===== config.mk =====
export PLATFORM = sky130hd
export DESIGN_NAME = trace_scope
export DESIGN_NICKNAME = d
export VERILOG_FILES = /design/src/rtl/trace_scope_pkg.sv /design/src/rtl/scope_ctrl.sv /design/src/rtl/scope_store.sv /design/src/rtl/scope_readout.sv /design/src/rtl/trace_scope.sv
export SDC_FILE = /design/constraint.sdc
export NUM_CORES = 2
export LEC_CHECK = 0
export BUFFER_PORTS_ARGS = -buffer_cell sky130_fd_sc_hd__buf_2
export CORE_MARGIN = 4
export CORE_UTILIZATION = 52
export CTS_CLUSTER_SIZE = 12
export DETAILED_ROUTE_END_ITERATION = 16
export PLACE_DENSITY = 0.76
export SLEW_MARGIN = 20
export SYNTH_ARGS = -nofsm -noshare
export SYNTH_HDL_FRONTEND = slang
export SYNTH_SLANG_ARGS = --single-unit

===== constraint.sdc =====
create_clock -name clk_i -period 3.25 [get_ports clk_i]
set_input_delay 0.325 -clock clk_i [delete_from_list [all_inputs] [get_ports clk_i]]
set_output_delay 0.325 -clock clk_i [all_outputs]
set_load 0.02 [all_outputs]

===== src/rtl/trace_scope_pkg.sv =====
package trace_scope_pkg;
  localparam int WORD_W = 64;

  typedef enum logic [1:0] {
    SCMD_VALID  = 2'd0,
    SCMD_STREAM = 2'd1,
    SCMD_FWIDTH = 2'd2,
    SCMD_DEPTH  = 2'd3
  } scope_cmd_e;

  typedef enum logic [1:0] {
    ST_IDLE = 2'd0,
    ST_CAPT = 2'd1,
    ST_DONE = 2'd2
  } scope_st_e;
endpackage


===== src/rtl/scope_ctrl.sv =====
module scope_ctrl #(
  parameter int DEPTH = 16,
  localparam int IDX_W = (DEPTH > 1) ? $clog2(DEPTH) : 1
) (
  input  logic             clk_i,
  input  logic             rst_ni,
  input  logic             arm_i,
  input  logic             drain_last_i,
  output logic             start_o,
  output logic             we_o,
  output logic [IDX_W-1:0] wr_idx_o,
  output logic             valid_o,
  output logic             capturing_o
);
  import trace_scope_pkg::*;

  scope_st_e        st_q, st_d;
  logic [IDX_W-1:0] idx_q, idx_d;
  logic             last_frame;

  assign last_frame = (idx_q == IDX_W'(DEPTH - 1));
  assign start_o    = arm_i && (st_q == ST_IDLE);

  always_comb begin
    st_d  = st_q;
    idx_d = idx_q;
    unique case (st_q)
      ST_IDLE: if (arm_i) begin
        st_d  = ST_CAPT;
        idx_d = '0;
      end
      ST_CAPT: begin
        if (last_frame) begin
          st_d  = ST_DONE;
          idx_d = '0;
        end else begin
          idx_d = idx_q + 1'b1;
        end
      end
      ST_DONE: if (drain_last_i) st_d = ST_IDLE;
      default: st_d = ST_IDLE;
    endcase
  end

  always_ff @(posedge clk_i or negedge rst_ni) begin
    if (!rst_ni) begin
      st_q  <= ST_IDLE;
      idx_q <= '0;
    end else begin
      st_q  <= st_d;
      idx_q <= idx_d;
    end
  end

  assign we_o        = (st_q == ST_CAPT);
  assign wr_idx_o    = idx_q;
  assign valid_o     = (st_q == ST_DONE);
  assign capturing_o = (st_q == ST_CAPT);
endmodule


===== src/rtl/scope_store.sv =====
module scope_store #(
  parameter int FRAME_W = 85,
  parameter int DEPTH   = 16,
  localparam int IDX_W  = (DEPTH > 1) ? $clog2(DEPTH) : 1,
  localparam int BUF_W  = FRAME_W * DEPTH
) (
  input  logic               clk_i,
  input  logic               rst_ni,
  input  logic               we_i,
  input  logic [IDX_W-1:0]   wr_idx_i,
  input  logic [FRAME_W-1:0] probe_i,
  output logic [BUF_W-1:0]   flat_o
);
  logic [FRAME_W-1:0] frame_q [DEPTH];

  for (genvar f = 0; f < DEPTH; f++) begin : g_frame
    always_ff @(posedge clk_i or negedge rst_ni) begin
      if (!rst_ni)                                    frame_q[f] <= '0;
      else if (we_i && (wr_idx_i == IDX_W'(f)))       frame_q[f] <= probe_i;
    end
    // frame f occupies a contiguous slice of the stream
    assign flat_o[f*FRAME_W +: FRAME_W] = frame_q[f];
  end
endmodule


===== src/rtl/scope_readout.sv =====
module scope_readout #(
  parameter int FRAME_W = 85,
  parameter int DEPTH   = 16,
  localparam int WW     = trace_scope_pkg::WORD_W,
  localparam int BUF_W  = FRAME_W * DEPTH,
  localparam int TOTAL  = (BUF_W + WW - 1) / WW,
  localparam int PTR_W  = $clog2(TOTAL + 1),
  localparam int PAD_W  = (TOTAL + 1) * WW,
  localparam int BASE_W = PTR_W + $clog2(WW)
) (
  input  logic             clk_i,
  input  logic             rst_ni,
  input  logic             cmd_we_i,
  input  logic [1:0]       cmd_i,
  input  logic             rd_en_i,
  input  logic             start_i,
  input  logic             valid_i,
  input  logic [BUF_W-1:0] flat_i,
  output logic [WW-1:0]    rd_data_o,
  output logic             drain_last_o,
  output logic [1:0]       cmd_o,
  output logic [PTR_W-1:0] ptr_o
);
  import trace_scope_pkg::*;

  scope_cmd_e        cmd_q;
  logic [PTR_W-1:0]  ptr_q;
  logic [PAD_W-1:0]  stream;
  logic [BASE_W-1:0] base;
  logic              adv;

  assign stream = {{(PAD_W - BUF_W){1'b0}}, flat_i};
  assign base   = BASE_W'(ptr_q) << $clog2(WW);
  assign adv    = rd_en_i && (cmd_q == SCMD_STREAM) && valid_i && (ptr_q < PTR_W'(TOTAL));
  assign drain_last_o = adv && (ptr_q == PTR_W'(TOTAL - 1));

  always_ff @(posedge clk_i or negedge rst_ni) begin
    if (!rst_ni) begin
      cmd_q <= SCMD_VALID;
      ptr_q <= PTR_W'(TOTAL);
    end else begin
      if (cmd_we_i) cmd_q <= scope_cmd_e'(cmd_i);
      if (start_i)  ptr_q <= '0;
      else if (adv) ptr_q <= ptr_q + 1'b1;
    end
  end

  always_comb begin
    unique case (cmd_q)
      SCMD_VALID:  rd_data_o = {{(WW-1){1'b0}}, valid_i};
      SCMD_STREAM: rd_data_o = (ptr_q < PTR_W'(TOTAL)) ? stream[base +: WW] : '0;
      SCMD_FWIDTH: rd_data_o = WW'(FRAME_W);
      SCMD_DEPTH:  rd_data_o = WW'(DEPTH);
      default:     rd_data_o = '0;
    endcase
  end

  assign cmd_o = cmd_q;
  assign ptr_o = ptr_q;
endmodule


===== src/rtl/trace_scope.sv =====
module trace_scope #(
  parameter int FRAME_W = 85,
  parameter int DEPTH   = 16,
  localparam int IDX_W  = (DEPTH > 1) ? $clog2(DEPTH) : 1,
  localparam int BUF_W  = FRAME_W * DEPTH,
  localparam int TOTAL  = (BUF_W + 63) / 64,
  localparam int PTR_W  = $clog2(TOTAL + 1)
) (
  input  logic               clk_i,
  input  logic               rst_ni,
  input  logic               arm_i,
  input  logic [FRAME_W-1:0] probe_i,
  input  logic               cmd_we_i,
  input  logic [1:0]         cmd_i,
  input  logic               rd_en_i,
  output logic [63:0]        rd_data_o
);
  logic             start_w, we_w, valid_w, capt_w, drain_w;
  logic [IDX_W-1:0] idx_w;
  logic [BUF_W-1:0] flat_w;
  logic [1:0]       cmd_w;
  logic [PTR_W-1:0] ptr_w;

  scope_ctrl #(.DEPTH(DEPTH)) ctrl_i (
    .clk_i, .rst_ni, .arm_i,
    .drain_last_i(drain_w),
    .start_o(start_w),
    .we_o(we_w),
    .wr_idx_o(idx_w),
    .valid_o(valid_w),
    .capturing_o(capt_w)
  );

  scope_store #(.FRAME_W(FRAME_W), .DEPTH(DEPTH)) store_i (
    .clk_i, .rst_ni,
    .we_i(we_w),
    .wr_idx_i(idx_w),
    .probe_i,
    .flat_o(flat_w)
  );

  scope_readout #(.FRAME_W(FRAME_W), .DEPTH(DEPTH)) rdout_i (
    .clk_i, .rst_ni, .cmd_we_i, .cmd_i, .rd_en_i,
    .start_i(start_w),
    .valid_i(valid_w),
    .flat_i(flat_w),
    .rd_data_o,
    .drain_last_o(drain_w),
    .cmd_o(cmd_w),
    .ptr_o(ptr_w)
  );
endmodule


==> flow_metrics.tcl <==
set metrics [dict create \
    core_region_area_sq_um 118000 \
    ant_nets 0 \
    wire_per_inst_um 33.1 \
    mostFrequentLayoutCells "1,367 x dfrtp_1, 1,344 x mux2_2, 230 x mux2i_1, 199 x mux4_2, 165 x clkbuf_16" \
    switchingPower_mw 19.4 \
    syn2layout_area_growth_pct 18.6 \
    synthCells 4127 \
    final_layout_size_suffix_gt1_frac 0.543 \
    fin_hold_ws_ns 0.0853 \
    final_util 0.623 \
    overflow 0 \
    drt_iter0_drc 4065 \
    finalCriticalPeriod_ns 3.44 \
    fp-row-count 126 \
    async_flop_share 1.00 \
    finalCritPeriodShare 1.06 \
    max_slew_margin 0.224 \
    wl_met3_mm 20.3 \
    insertion_delay_ns 0.75 \
    outcome "finished, violations left" \
    required_ns 2.92 \
    io_buffers 155 \
    clock_path_buffers 3 \
    critPathCaptureType "output port" \
    fmax_mhz 291 \
    ys.flop_type "dfrtp_1" \
    nets 4478 \
    antenna_found_initial 13 \
    seq_area_frac_synth 0.554 \
    wl_mm 199 \
    finalHoldViolCount 0 \
    via_per_inst 6.73 \
    powerDensity_nw_per_um2 889 \
    slew_viol_final 0 \
    syn-num-nets 4225 \
    rsz0062_at_grt "yes" \
    grt_pass1_wl_mm 287 \
    netlist-cell-type-count 54 \
    fillers 8277 \
    syn-cell-area_sq_um 62000 \
    dieArea_sq_um 125000 \
    cts_tree "yes" \
    arrival_ns 3.11 \
    fin_ws_ns -0.186 \
    wl_met2_mm 91.5 \
    die_w_um 353 \
    drc 0 \
    htree_levels 4 \
    cp-start-kind "register" \
    violations "setup timing" \
    yosys_warnings 0 \
    grt_pass1_vias 41900 \
    swShare 0.296 \
    hpwl_mm 111 \
    wl_met1_mm 78.4 \
    seq_power_share 0.462 \
    internal_power_mw 46.1 \
    fin_skew_ns 0.0230 \
    top_layer "met5" \
    worstMarginPinSlew_ns 1.16 \
    start_util 0.525 \
    drtPass1Iterations 8 \
    via_count 40400 \
    worst-setup-path-type "reg2out" \
    grt.total_usage 0.310 \
    setup_viol 41 \
    worstHoldPathType "in2reg" \
    clk_pin_slew_ns 0.06 \
    cp_max_fo 6 \
    clock_sinks 1373 \
    pwr-share-comb 0.304 \
    ir_drop_mv 0.662 \
    cts-buffers-inserted 141 \
    layout_commonest_cell "dfrtp_1" \
    synth-edff-count 0 \
    clockPowerShare 0.234 \
    grt_max_degree 114 \
    place_congestion 0.837 \
    avgSynthCellArea_sq_um 15.0 \
    max_cap_viol_count 0 \
    leakagePower_nw 30.0 \
    clk_root_buffer_cell "clkbuf_16" \
    ioPinCount 156 \
    dp_slack_ns -0.146 \
    ys_ff_latch 1373 \
    fp.dieH_um 353 \
]
[synth_stat cells (20+ instances only)]
library cell | n | area [sq um]
dfrtp_1 | 1370 | 34300
mux2_2 | 1344 | 15100
mux2i_1 | 267 | 2670
mux4_2 | 199 | 4480
clkbuf_1 | 181 | 679
buf_2 | 168 | 841
a22oi_1 | 142 | 1070
nand3_1 | 80 | 400
o21ai_0 | 64 | 320
nor2_1 | 45 | 169
o22ai_1 | 34 | 213
nand4_1 | 32 | 200
o2bb2ai_1 | 30 | 263
and2_1 | 25 | 156
nand2_1 | 22 | 82.6
mux2_1 | 20 | 225
[metrics by stage]
| step | std cells | cell area, sq um | total power, mW | setup TNS (ns) |
|---|---|---|---|---|
| global placement | 5599 | 65200 | 47.7 | -0.157 |
| global route | 5996 | 73600 | 68.3 | -4.66 |
| detailed placement | 5599 | 65200 | 48.9 | -0.146 |
| CTS | 5920 | 71700 | 64.7 | -3.05 |
| floorplan | 4127 | 62000 | 43.0 | 0 |
| finish | 6003 | 73600 | 65.5 | -2.44 |
[flip-flops by register name (all words and copies together) (netlist names)]
signal           flops
store_i.flat_o    1360
rdout_i.ptr_o        5
ctrl_i.wr_idx_o      4
ctrl_i.st_q          2
rdout_i.cmd_o        2
[power groups by stage]
stage | Combinational (mW) | Clock, mW | Sequential [mW]
after CTS | 19.3 | 15.4 | 29.9
after floorplan | 14.4 | 0 | 28.6
after detailed placement | 18.8 | 0 | 30.1
after global routing | 21.1 | 16.1 | 31.1
after global placement | 18.1 | 0 | 29.6
final | 19.9 | 15.3 | 30.2
[layer usage]
metal | up-vias | track usage
met1 | 21800 | 0.428
met5 | - | 0
li1 | 15900 | -
met2 | 2170 | 0.480
met4 | 8 | 0.118
met3 | 511 | 0.0749
[final timing paths]
kind                                          start                   end  slack [ns]  cells past startpoint
worst min register to register  store_i.flat_o[555]   store_i.flat_o[555]        0.49                      1
min in group asynchronous                    rst_ni   store_i.flat_o[314]        0.16                      2
worst min-delay path                          arm_i    ctrl_i.wr_idx_o[0]        0.09                      3
max in group asynchronous                    rst_ni  store_i.flat_o[1155]        1.83                      4
worst max register to register   ctrl_i.wr_idx_o[0]    store_i.flat_o[36]        0.73                      5
worst max-delay path               rdout_i.ptr_o[0]         rd_data_o[49]       -0.19                      8
[kinds of logic (layout without fill, tap and decap cells)]
| group | count (synthesis) | in the layout | synth area share |
|---|---|---|---|
| adders and majority gates | 6 | 6 | 0.00121 |
| other | 0 | 7 | 0 |
| buffers and inverters | 383 | 715 | 0.0277 |
| and+or+nand+nor | 233 | 234 | 0.0201 |
| muxes | 1830 | 1830 | 0.363 |
| DFF | 1373 | 1373 | 0.554 |
| AOI/OAI and AO/OA | 299 | 299 | 0.0337 |
| xor gates and xnor gates | 3 | 3 | 0.000424 |
[timing repair]
action / CTS / global route
cloned: 20 / 21
resized for setup: 254 / 204
pin swaps: 42 / 82
setup endpoints to repair: 64 / 63
hold endpoints to repair: 62 / 0
hold buffers: 5 / 0
setup buffers: 74 / 60
[final cells by class]
type / instances / area [sq um] / area share
clock buffer: 207 / 4060 / 0.0552
sequential: 1373 / 34400 / 0.467
inverter: 4 / 15.0 / 0.000204
antenna: 7 / 17.5 / 0.000238
timing repair buffer: 488 / 5850 / 0.0794
multi-input combinational: 2372 / 27200 / 0.369
clock inverter: 16 / 180 / 0.00245
tap: 1536 / 1920 / 0.0261
[worst max-delay path, cell delays in order, from the launching register on]
cell and delay (ns):
dfrtp_4 0.53, buf_12 0.18, buf_12 0.14, buf_12 0.13
mux2i_4 0.25, o2bb2ai_2 0.09, o21ai_2 0.23, nand4_1 0.47
buf_6 0.31
Note: power is estimated with default switching activity, not from simulation.
